===== src/rtl/dll_pkg.sv =====
package dll_pkg;
  localparam int unsigned NREG     = 6;
  localparam int unsigned IDX_CFG1 = 0;
  localparam int unsigned IDX_CFG2 = 1;
  localparam int unsigned IDX_BLK  = 2;
  localparam int unsigned IDX_SRC  = 3;
  localparam int unsigned IDX_DST  = 4;
  localparam int unsigned IDX_LINK = 5;
  localparam int unsigned IDX_BASE = 6;

  typedef enum logic [1:0] {
    ST_IDLE = 2'd0,
    ST_REQ  = 2'd1,
    ST_WAIT = 2'd2
  } ld_state_e;
endpackage


===== src/rtl/dll_pick.sv =====
// Lowest-set-bit selector: picks the next descriptor entry still pending.
module dll_pick #(
  parameter int unsigned N = 6,
  localparam int unsigned IW = (N > 1) ? $clog2(N) : 1
) (
  input  logic [N-1:0]  mask_i,
  output logic [IW-1:0] idx_o,
  output logic [N-1:0]  onehot_o
);
  logic [N:0] seen;
  assign seen[0] = 1'b0;

  for (genvar g = 0; g < N; g++) begin : g_chain
    assign onehot_o[g] = mask_i[g] & ~seen[g];
    assign seen[g+1]   = seen[g] | mask_i[g];
  end

  always_comb begin
    idx_o = '0;
    for (int i = 0; i < N; i++) begin
      if (onehot_o[i]) idx_o = IW'(i);
    end
  end
endmodule


===== src/rtl/dll_regbank.sv =====
// Channel register set with per-register write sources and count restore.
module dll_regbank import dll_pkg::*; #(
  parameter int unsigned DATA_W = 32,
  parameter int unsigned CNT_W  = 16,
  parameter int unsigned IW     = 3,
  parameter int unsigned SEL_W  = 3
) (
  input  logic                          clk,
  input  logic                          rst_n,
  input  logic                          sw_we_i,
  input  logic [SEL_W-1:0]              sw_sel_i,
  input  logic [DATA_W-1:0]             sw_data_i,
  input  logic                          ld_we_i,
  input  logic [IW-1:0]                 ld_idx_i,
  input  logic [DATA_W-1:0]             ld_data_i,
  input  logic                          restore_i,
  input  logic                          dec_i,
  output logic [NREG-1:0][DATA_W-1:0]   regs_o
);
  logic [CNT_W-1:0] reload_q;

  for (genvar g = 0; g < NREG; g++) begin : g_reg
    logic              sw_hit;
    logic              ld_hit;
    logic [DATA_W-1:0] val_q;

    assign sw_hit    = sw_we_i && (sw_sel_i == SEL_W'(g));
    assign ld_hit    = ld_we_i && (ld_idx_i == IW'(g));
    assign regs_o[g] = val_q;

    if (g == IDX_BLK) begin : g_count
      // fetch > restore > software > decrement
      always_ff @(posedge clk or negedge rst_n) begin
        if (!rst_n) begin
          val_q <= '0;
        end else if (ld_hit) begin
          val_q <= ld_data_i;
        end else if (restore_i) begin
          val_q[CNT_W-1:0] <= reload_q;
        end else if (sw_hit) begin
          val_q <= sw_data_i;
        end else if (dec_i && (val_q[CNT_W-1:0] != '0)) begin
          val_q[CNT_W-1:0] <= val_q[CNT_W-1:0] - CNT_W'(1);
        end
      end
    end else begin : g_plain
      localparam logic [DATA_W-1:0] KEEP =
        (g == IDX_LINK) ? {{(DATA_W-2){1'b1}}, 2'b00} : {DATA_W{1'b1}};
      always_ff @(posedge clk or negedge rst_n) begin
        if (!rst_n) begin
          val_q <= '0;
        end else if (ld_hit) begin
          val_q <= ld_data_i & KEEP;
        end else if (sw_hit) begin
          val_q <= sw_data_i & KEEP;
        end
      end
    end
  end

  always_ff @(posedge clk or negedge rst_n) begin
    if (!rst_n) begin
      reload_q <= '0;
    end else if (ld_we_i && (ld_idx_i == IW'(IDX_BLK))) begin
      reload_q <= ld_data_i[CNT_W-1:0];
    end else if (sw_we_i && (sw_sel_i == SEL_W'(IDX_BLK))) begin
      reload_q <= sw_data_i[CNT_W-1:0];
    end
  end
endmodule


===== src/rtl/dll_ctrl.sv =====
// Link-phase sequencer: end-of-chain decision, word fetch loop, pulses.
module dll_ctrl import dll_pkg::*; #(
  parameter int unsigned DATA_W = 32,
  parameter int unsigned PTR_W  = 16,
  parameter int unsigned IW     = 3,
  localparam int unsigned BASE_W = DATA_W - PTR_W
) (
  input  logic              clk,
  input  logic              rst_n,
  input  logic              xfer_done_i,
  input  logic [PTR_W-3:0]  ptr_w_i,
  input  logic [NREG-1:0]   flags_i,
  input  logic [BASE_W-1:0] base_i,
  output logic              req_valid_o,
  input  logic              req_ready_i,
  output logic [DATA_W-1:0] req_addr_o,
  input  logic              rsp_valid_i,
  input  logic              rsp_err_i,
  output logic              ld_we_o,
  output logic [IW-1:0]     ld_idx_o,
  output logic              restore_o,
  output logic              busy_o,
  output logic              desc_loaded_o,
  output logic              chan_done_o,
  output logic              link_err_o
);
  ld_state_e         state_q;
  logic [NREG-1:0]   pend_q;
  logic [DATA_W-1:0] addr_q;
  logic              loaded_q;
  logic              cdone_q;
  logic              err_q;

  logic [IW-1:0]     pick_idx;
  logic [NREG-1:0]   pick_oh;
  logic [NREG-1:0]   remain;
  logic              start;
  logic              chain_end;
  logic              rsp_ok;

  dll_pick #(.N(NREG)) u_pick (
    .mask_i   (pend_q),
    .idx_o    (pick_idx),
    .onehot_o (pick_oh)
  );

  assign chain_end = (flags_i == '0) && (ptr_w_i == '0);
  assign start     = (state_q == ST_IDLE) && xfer_done_i;
  assign remain    = pend_q & ~pick_oh;
  assign rsp_ok    = (state_q == ST_WAIT) && rsp_valid_i && !rsp_err_i;

  assign restore_o     = start && !chain_end && !flags_i[IDX_BLK];
  assign ld_we_o       = rsp_ok;
  assign ld_idx_o      = pick_idx;
  assign req_valid_o   = (state_q == ST_REQ);
  assign req_addr_o    = addr_q;
  assign busy_o        = (state_q != ST_IDLE);
  assign desc_loaded_o = loaded_q;
  assign chan_done_o   = cdone_q;
  assign link_err_o    = err_q;

  always_ff @(posedge clk or negedge rst_n) begin
    if (!rst_n) begin
      state_q  <= ST_IDLE;
      pend_q   <= '0;
      addr_q   <= '0;
      loaded_q <= 1'b0;
      cdone_q  <= 1'b0;
      err_q    <= 1'b0;
    end else begin
      loaded_q <= 1'b0;
      cdone_q  <= 1'b0;
      case (state_q)
        ST_IDLE: begin
          if (xfer_done_i) begin
            if (chain_end) begin
              cdone_q <= 1'b1;
            end else if (flags_i == '0) begin
              loaded_q <= 1'b1;
            end else begin
              pend_q  <= flags_i;
              addr_q  <= {base_i, ptr_w_i, 2'b00};
              state_q <= ST_REQ;
            end
          end
        end
        ST_REQ: begin
          if (req_ready_i) state_q <= ST_WAIT;
        end
        ST_WAIT: begin
          if (rsp_valid_i) begin
            if (rsp_err_i) begin
              err_q   <= 1'b1;
              pend_q  <= '0;
              state_q <= ST_IDLE;
            end else begin
              pend_q <= remain;
              addr_q <= addr_q + DATA_W'(4);
              if (remain == '0) begin
                loaded_q <= 1'b1;
                state_q  <= ST_IDLE;
              end else begin
                state_q <= ST_REQ;
              end
            end
          end
        end
        default: state_q <= ST_IDLE;
      endcase
    end
  end
endmodule


===== src/rtl/dma_link_loader.sv =====
// Top: channel register set plus link-phase sequencer.
module dma_link_loader import dll_pkg::*; #(
  parameter int unsigned DATA_W   = 32,
  parameter int unsigned PTR_W    = 16,
  parameter int unsigned CNT_W    = 16,
  parameter int unsigned FLAG_LSB = 16,
  localparam int unsigned SEL_W  = $clog2(NREG + 1),
  localparam int unsigned IW     = $clog2(NREG),
  localparam int unsigned BASE_W = DATA_W - PTR_W
) (
  input  logic              clk,
  input  logic              rst_n,
  input  logic              sw_wr_en_i,
  input  logic [SEL_W-1:0]  sw_wr_sel_i,
  input  logic [DATA_W-1:0] sw_wr_data_i,
  input  logic              xfer_done_i,
  input  logic              blk_dec_i,
  output logic              rd_req_valid_o,
  input  logic              rd_req_ready_i,
  output logic [DATA_W-1:0] rd_req_addr_o,
  input  logic              rd_rsp_valid_i,
  input  logic [DATA_W-1:0] rd_rsp_data_i,
  input  logic              rd_rsp_err_i,
  output logic [DATA_W-1:0] cfg1_o,
  output logic [DATA_W-1:0] cfg2_o,
  output logic [DATA_W-1:0] blk_o,
  output logic [DATA_W-1:0] src_o,
  output logic [DATA_W-1:0] dst_o,
  output logic [DATA_W-1:0] link_o,
  output logic              busy_o,
  output logic              desc_loaded_o,
  output logic              chan_done_o,
  output logic              link_err_o
);
  logic [NREG-1:0][DATA_W-1:0] regs;
  logic [BASE_W-1:0]           base_q;
  logic                        ld_we;
  logic [IW-1:0]               ld_idx;
  logic                        restore;
  logic                        busy;

  always_ff @(posedge clk or negedge rst_n) begin
    if (!rst_n) begin
      base_q <= '0;
    end else if (sw_wr_en_i && (sw_wr_sel_i == SEL_W'(IDX_BASE))) begin
      base_q <= sw_wr_data_i[BASE_W-1:0];
    end
  end

  dll_regbank #(
    .DATA_W (DATA_W),
    .CNT_W  (CNT_W),
    .IW     (IW),
    .SEL_W  (SEL_W)
  ) u_bank (
    .clk       (clk),
    .rst_n     (rst_n),
    .sw_we_i   (sw_wr_en_i),
    .sw_sel_i  (sw_wr_sel_i),
    .sw_data_i (sw_wr_data_i),
    .ld_we_i   (ld_we),
    .ld_idx_i  (ld_idx),
    .ld_data_i (rd_rsp_data_i),
    .restore_i (restore),
    .dec_i     (blk_dec_i && !busy),
    .regs_o    (regs)
  );

  dll_ctrl #(
    .DATA_W (DATA_W),
    .PTR_W  (PTR_W),
    .IW     (IW)
  ) u_ctrl (
    .clk           (clk),
    .rst_n         (rst_n),
    .xfer_done_i   (xfer_done_i),
    .ptr_w_i       (regs[IDX_LINK][PTR_W-1:2]),
    .flags_i       (regs[IDX_LINK][FLAG_LSB +: NREG]),
    .base_i        (base_q),
    .req_valid_o   (rd_req_valid_o),
    .req_ready_i   (rd_req_ready_i),
    .req_addr_o    (rd_req_addr_o),
    .rsp_valid_i   (rd_rsp_valid_i),
    .rsp_err_i     (rd_rsp_err_i),
    .ld_we_o       (ld_we),
    .ld_idx_o      (ld_idx),
    .restore_o     (restore),
    .busy_o        (busy),
    .desc_loaded_o (desc_loaded_o),
    .chan_done_o   (chan_done_o),
    .link_err_o    (link_err_o)
  );

  assign busy_o = busy;
  assign cfg1_o = regs[IDX_CFG1];
  assign cfg2_o = regs[IDX_CFG2];
  assign blk_o  = regs[IDX_BLK];
  assign src_o  = regs[IDX_SRC];
  assign dst_o  = regs[IDX_DST];
  assign link_o = regs[IDX_LINK];
endmodule


===== config.mk =====
export PLATFORM = sky130hd
export DESIGN_NAME = dma_link_loader
export DESIGN_NICKNAME = d
export VERILOG_FILES = /design/src/rtl/dll_pkg.sv /design/src/rtl/dll_pick.sv /design/src/rtl/dll_regbank.sv /design/src/rtl/dll_ctrl.sv /design/src/rtl/dma_link_loader.sv
export SDC_FILE = /design/constraint.sdc
export NUM_CORES = 1
export LEC_CHECK = 0
export CAP_MARGIN = 5
export CORE_ASPECT_RATIO = 1.5
export CORE_MARGIN = 1
export CORE_UTILIZATION = 65
export CTS_BUF_LIST = sky130_fd_sc_hd__clkbuf_8
export DETAILED_ROUTE_END_ITERATION = 10
export DONT_BUFFER_PORTS = 1
export PLACE_DENSITY = 0.87
export SLEW_MARGIN = 5
export SYNTH_ARGS = -nofsm -noshare
export SYNTH_HDL_FRONTEND = slang
export SYNTH_HIERARCHICAL = 1
export SYNTH_SLANG_ARGS = --single-unit

===== constraint.sdc =====
create_clock -name clk -period 3.2 [get_ports clk]
set_input_delay 0.32 -clock clk [delete_from_list [all_inputs] [get_ports clk]]
set_output_delay 0.32 -clock clk [all_outputs]
set_load 0.05 [all_outputs]

==> out/results.tsv <==
metric	value	unit
hold_class	in -> async	
syn_inst	1411	
place_area	13980	sq um
setup_tns	0	ps
core.rowCount	64	
remaining_drc_errors	0	
clock_skew	18.91	ps
comb_power_share	27.9	%
track_usage	43.73	%
max_cap_violations	0	
grt_max_degree	264	
root_buffer	clkbuf_8	
synth_edf_count	0	
core	20420	sq um
p_sw	0.009761	W
powerDensity	1153	nW/um^2
synthArstFlopShare	100.0	%
routed-via-count	12550	
hold_slack	-517.9	ps
grt_setup_unrepaired	false	
cts_tree	built	
grt_pass1_vias	12490	
cp-start-kind	flop	
nets	1598	
ys_seq_area_share	48.74	%
ant_nets	0	
cts_max_path_buffers	3	
dr.first_iter.drc_count	1597	
outcome	finished with violations	
final_cell_mix	dfrtp_1 (263), nand2_1 (202), mux2i_1 (164), nor2_1 (140), a21oi_1 (118)	
path_max_fanout	64	
globalRouteOverflowTotal	0	
violations	negative hold slack	
crit_required	3610	ps
ys_types	80	
ir_worst_vdd	822.7	uV
p_leak	6.905	nW
yosys_register_bits	263	
avgViaCountPerCell	6.894	
drv_slew	0	
yosysWarnings	6	
cts.sinks	263	
finalSetupViolations	0	
grt_pass1_wl	71.09	mm
sequentialPowerShare	54.2	%
critPathArrivalTime	3440	ps
antenna_found_initial	1	
die-area	21370	sq um
cts_hold_buf	97	
max_freq	0.3299	GHz
path_class	reg -> reg	
drt-wirelength-per-cell	26.00	um
fp.dieH	178.5	um
drtPass1Iterations	6	
avgSynthCellArea	9.571	sq um
timing.final.crit_share	94.72	%
die_w	119.7	um
gp_congestion	0.9342	
fin_crit	3031	ps
yosys_most_used_dff	dfrtp_1	
ff2ff_path_depth	8	
clk_pin_slew	70	ps
routed_wl	47.33	mm
io_pins	304	
h-tree-depth	2	
swShare	53.11	%
internal-power	0.008620	W
start_util	66.13	%
end_kind	flop	
final_common_cell	dfrtp_1	
finalHoldViolCount	263	
cts_setup_buffers	0	
layout-drive-gt1-share	12.69	%
insertion_delay	540	ps
netlist_area	13500	sq um
synthToLayoutAreaGrowth	18.05	%
slew_headroom	21.37	%
dp_hpwl	27.16	mm
worstMarginPinSlew	1173	ps
cts_buffers	40	
p_clk_share	17.9	%
postLayoutCellArea	15940	sq um
numPortBuffers	0	
## per-stage QoR
step	utilization (%)	power [W]	instances	worst slack, ps
after floorplan	-	0.01297	1413	281.6
after global placement	68.47	0.01418	1646	426.1
after detailed placement	68.47	0.01441	1646	344.1
after CTS	77.95	0.01802	1817	152.5
after global routing	78.05	0.01903	1818	67.93
final	78.07	0.01838	1820	168.8
## critical path, stage by stage (launching register included)
cell and delay (ps):
dfrtp_1 470, nor4_2 390, o21a_1 200, buf_4 190, nand2_1 100, nor3_2 160, buf_4 530, o21ai_0 210
dlygate4sd3_1 610
## logic make-up after synthesis
| family | after synthesis | share of synthesized area [%] |
|---|---|---|
| simple gates | 459 | 15.92 |
| buf+inv | 124 | 4.373 |
| fa+ha+maj | 2 | 0.1853 |
| flops | 263 | 48.74 |
| mux | 182 | 13.93 |
| other cells | 2 | 0.05561 |
| compound gates | 375 | 16.54 |
| xor+xnor | 4 | 0.2595 |
## cell usage after synthesis (all sizes together) (4+ instances only)
cell | count | area, sq um
nor3 | 18 | 100.1
inv | 22 | 82.58
clkbuf | 60 | 235.2
o31ai | 13 | 107.6
or2 | 4 | 25.02
nand2b | 9 | 56.30
nand2 | 202 | 758.2
o22ai | 13 | 81.33
nor2 | 140 | 525.5
nand4b | 6 | 67.56
a311oi | 5 | 50.04
o211ai | 4 | 30.03
a31oi | 33 | 206.5
buf | 42 | 272.8
dfrtp | 263 | 6581
mux2i | 164 | 1642
nor3b | 4 | 40.03
a221oi | 4 | 35.03
a22o | 8 | 70.07
o2bb2ai | 4 | 35.03
o21ai | 126 | 630.6
nor4b | 4 | 47.55
nand4 | 12 | 81.33
mux2 | 18 | 240.2
or4 | 5 | 45.04
a211oi | 16 | 120.1
or3 | 8 | 52.55
nand3 | 14 | 75.07
a21oi | 119 | 599.3
o22a | 9 | 78.83
and2 | 5 | 32.53
nor4 | 10 | 81.33
## repair_timing
item                                   in CTS  in global routing
gates resized for setup                     0                  5
endpoints found under the hold margin     474                263
setup endpoints to repair                   0                 12
## registers in the layout, summed over array words and instances (netlist names)
register and flops:
u_ctrl/desc_loaded_o 1, u_ctrl/req_addr_o 30, u_bank/reload_q 16, base_q 16
u_ctrl/chan_done_o 1, u_ctrl/link_err_o 1, u_bank/g.val_q 190, u_ctrl/pend_q 6
u_ctrl/state_q 2
## power groups by stage
stage	clock [W]	combinational (W)	sequential, W
floorplan	0	0.00294	0.0100
global placement	0	0.00430	0.00988
detailed placement	0	0.00450	0.00992
CTS	0.00327	0.00488	0.00987
global route	0.00344	0.00547	0.0101
finish	0.00329	0.00512	0.00996
## area by class of cell
cell class              instances  area [sq um]
inverters                      22         82.58
well taps                     264         330.3
clock buffers                  56         770.7
fillers                      1257          4478
multi-input cells            1026          6435
flip-flops and latches        263          6581
diodes                          3         7.507
repair buffers                168          1540
clock inverters                18         193.9
## metal layers
metal  vias up  track usage [%]  part of all wire (%)
li1       5269                -                     -
met1      6002            49.16                    33
met2       989            71.17                    48
met3       287            14.87                    12
met4         0            27.71                   7.0
met5         -                0                     0
## path summary, 6_finish.rpt
path,startpoint,to,slack (ps)
worst max-delay path,u_ctrl/pend_q[2]$_DFFE_PN0P_,u_bank/g_reg[4].val_q[0]$_DFFE_PN0P_,170
worst min-delay path,rst_n,u_ctrl/req_addr_o[3]$_DFFE_PN0P_,-520
worst max register to register,u_ctrl/pend_q[2]$_DFFE_PN0P_,u_bank/g_reg[4].val_q[0]$_DFFE_PN0P_,170
worst min register to register,base_q[11]$_DFFE_PN0P_,base_q[11]$_DFFE_PN0P_,520
max in group asynchronous,rst_n,u_ctrl/pend_q[5]$_DFFE_PN0P_,3250
min in group clk,sw_wr_data_i[13],u_bank/g_reg[3].val_q[13]$_DFFE_PN0P_,0
Note: power is estimated with default switching activity, not from simulation.
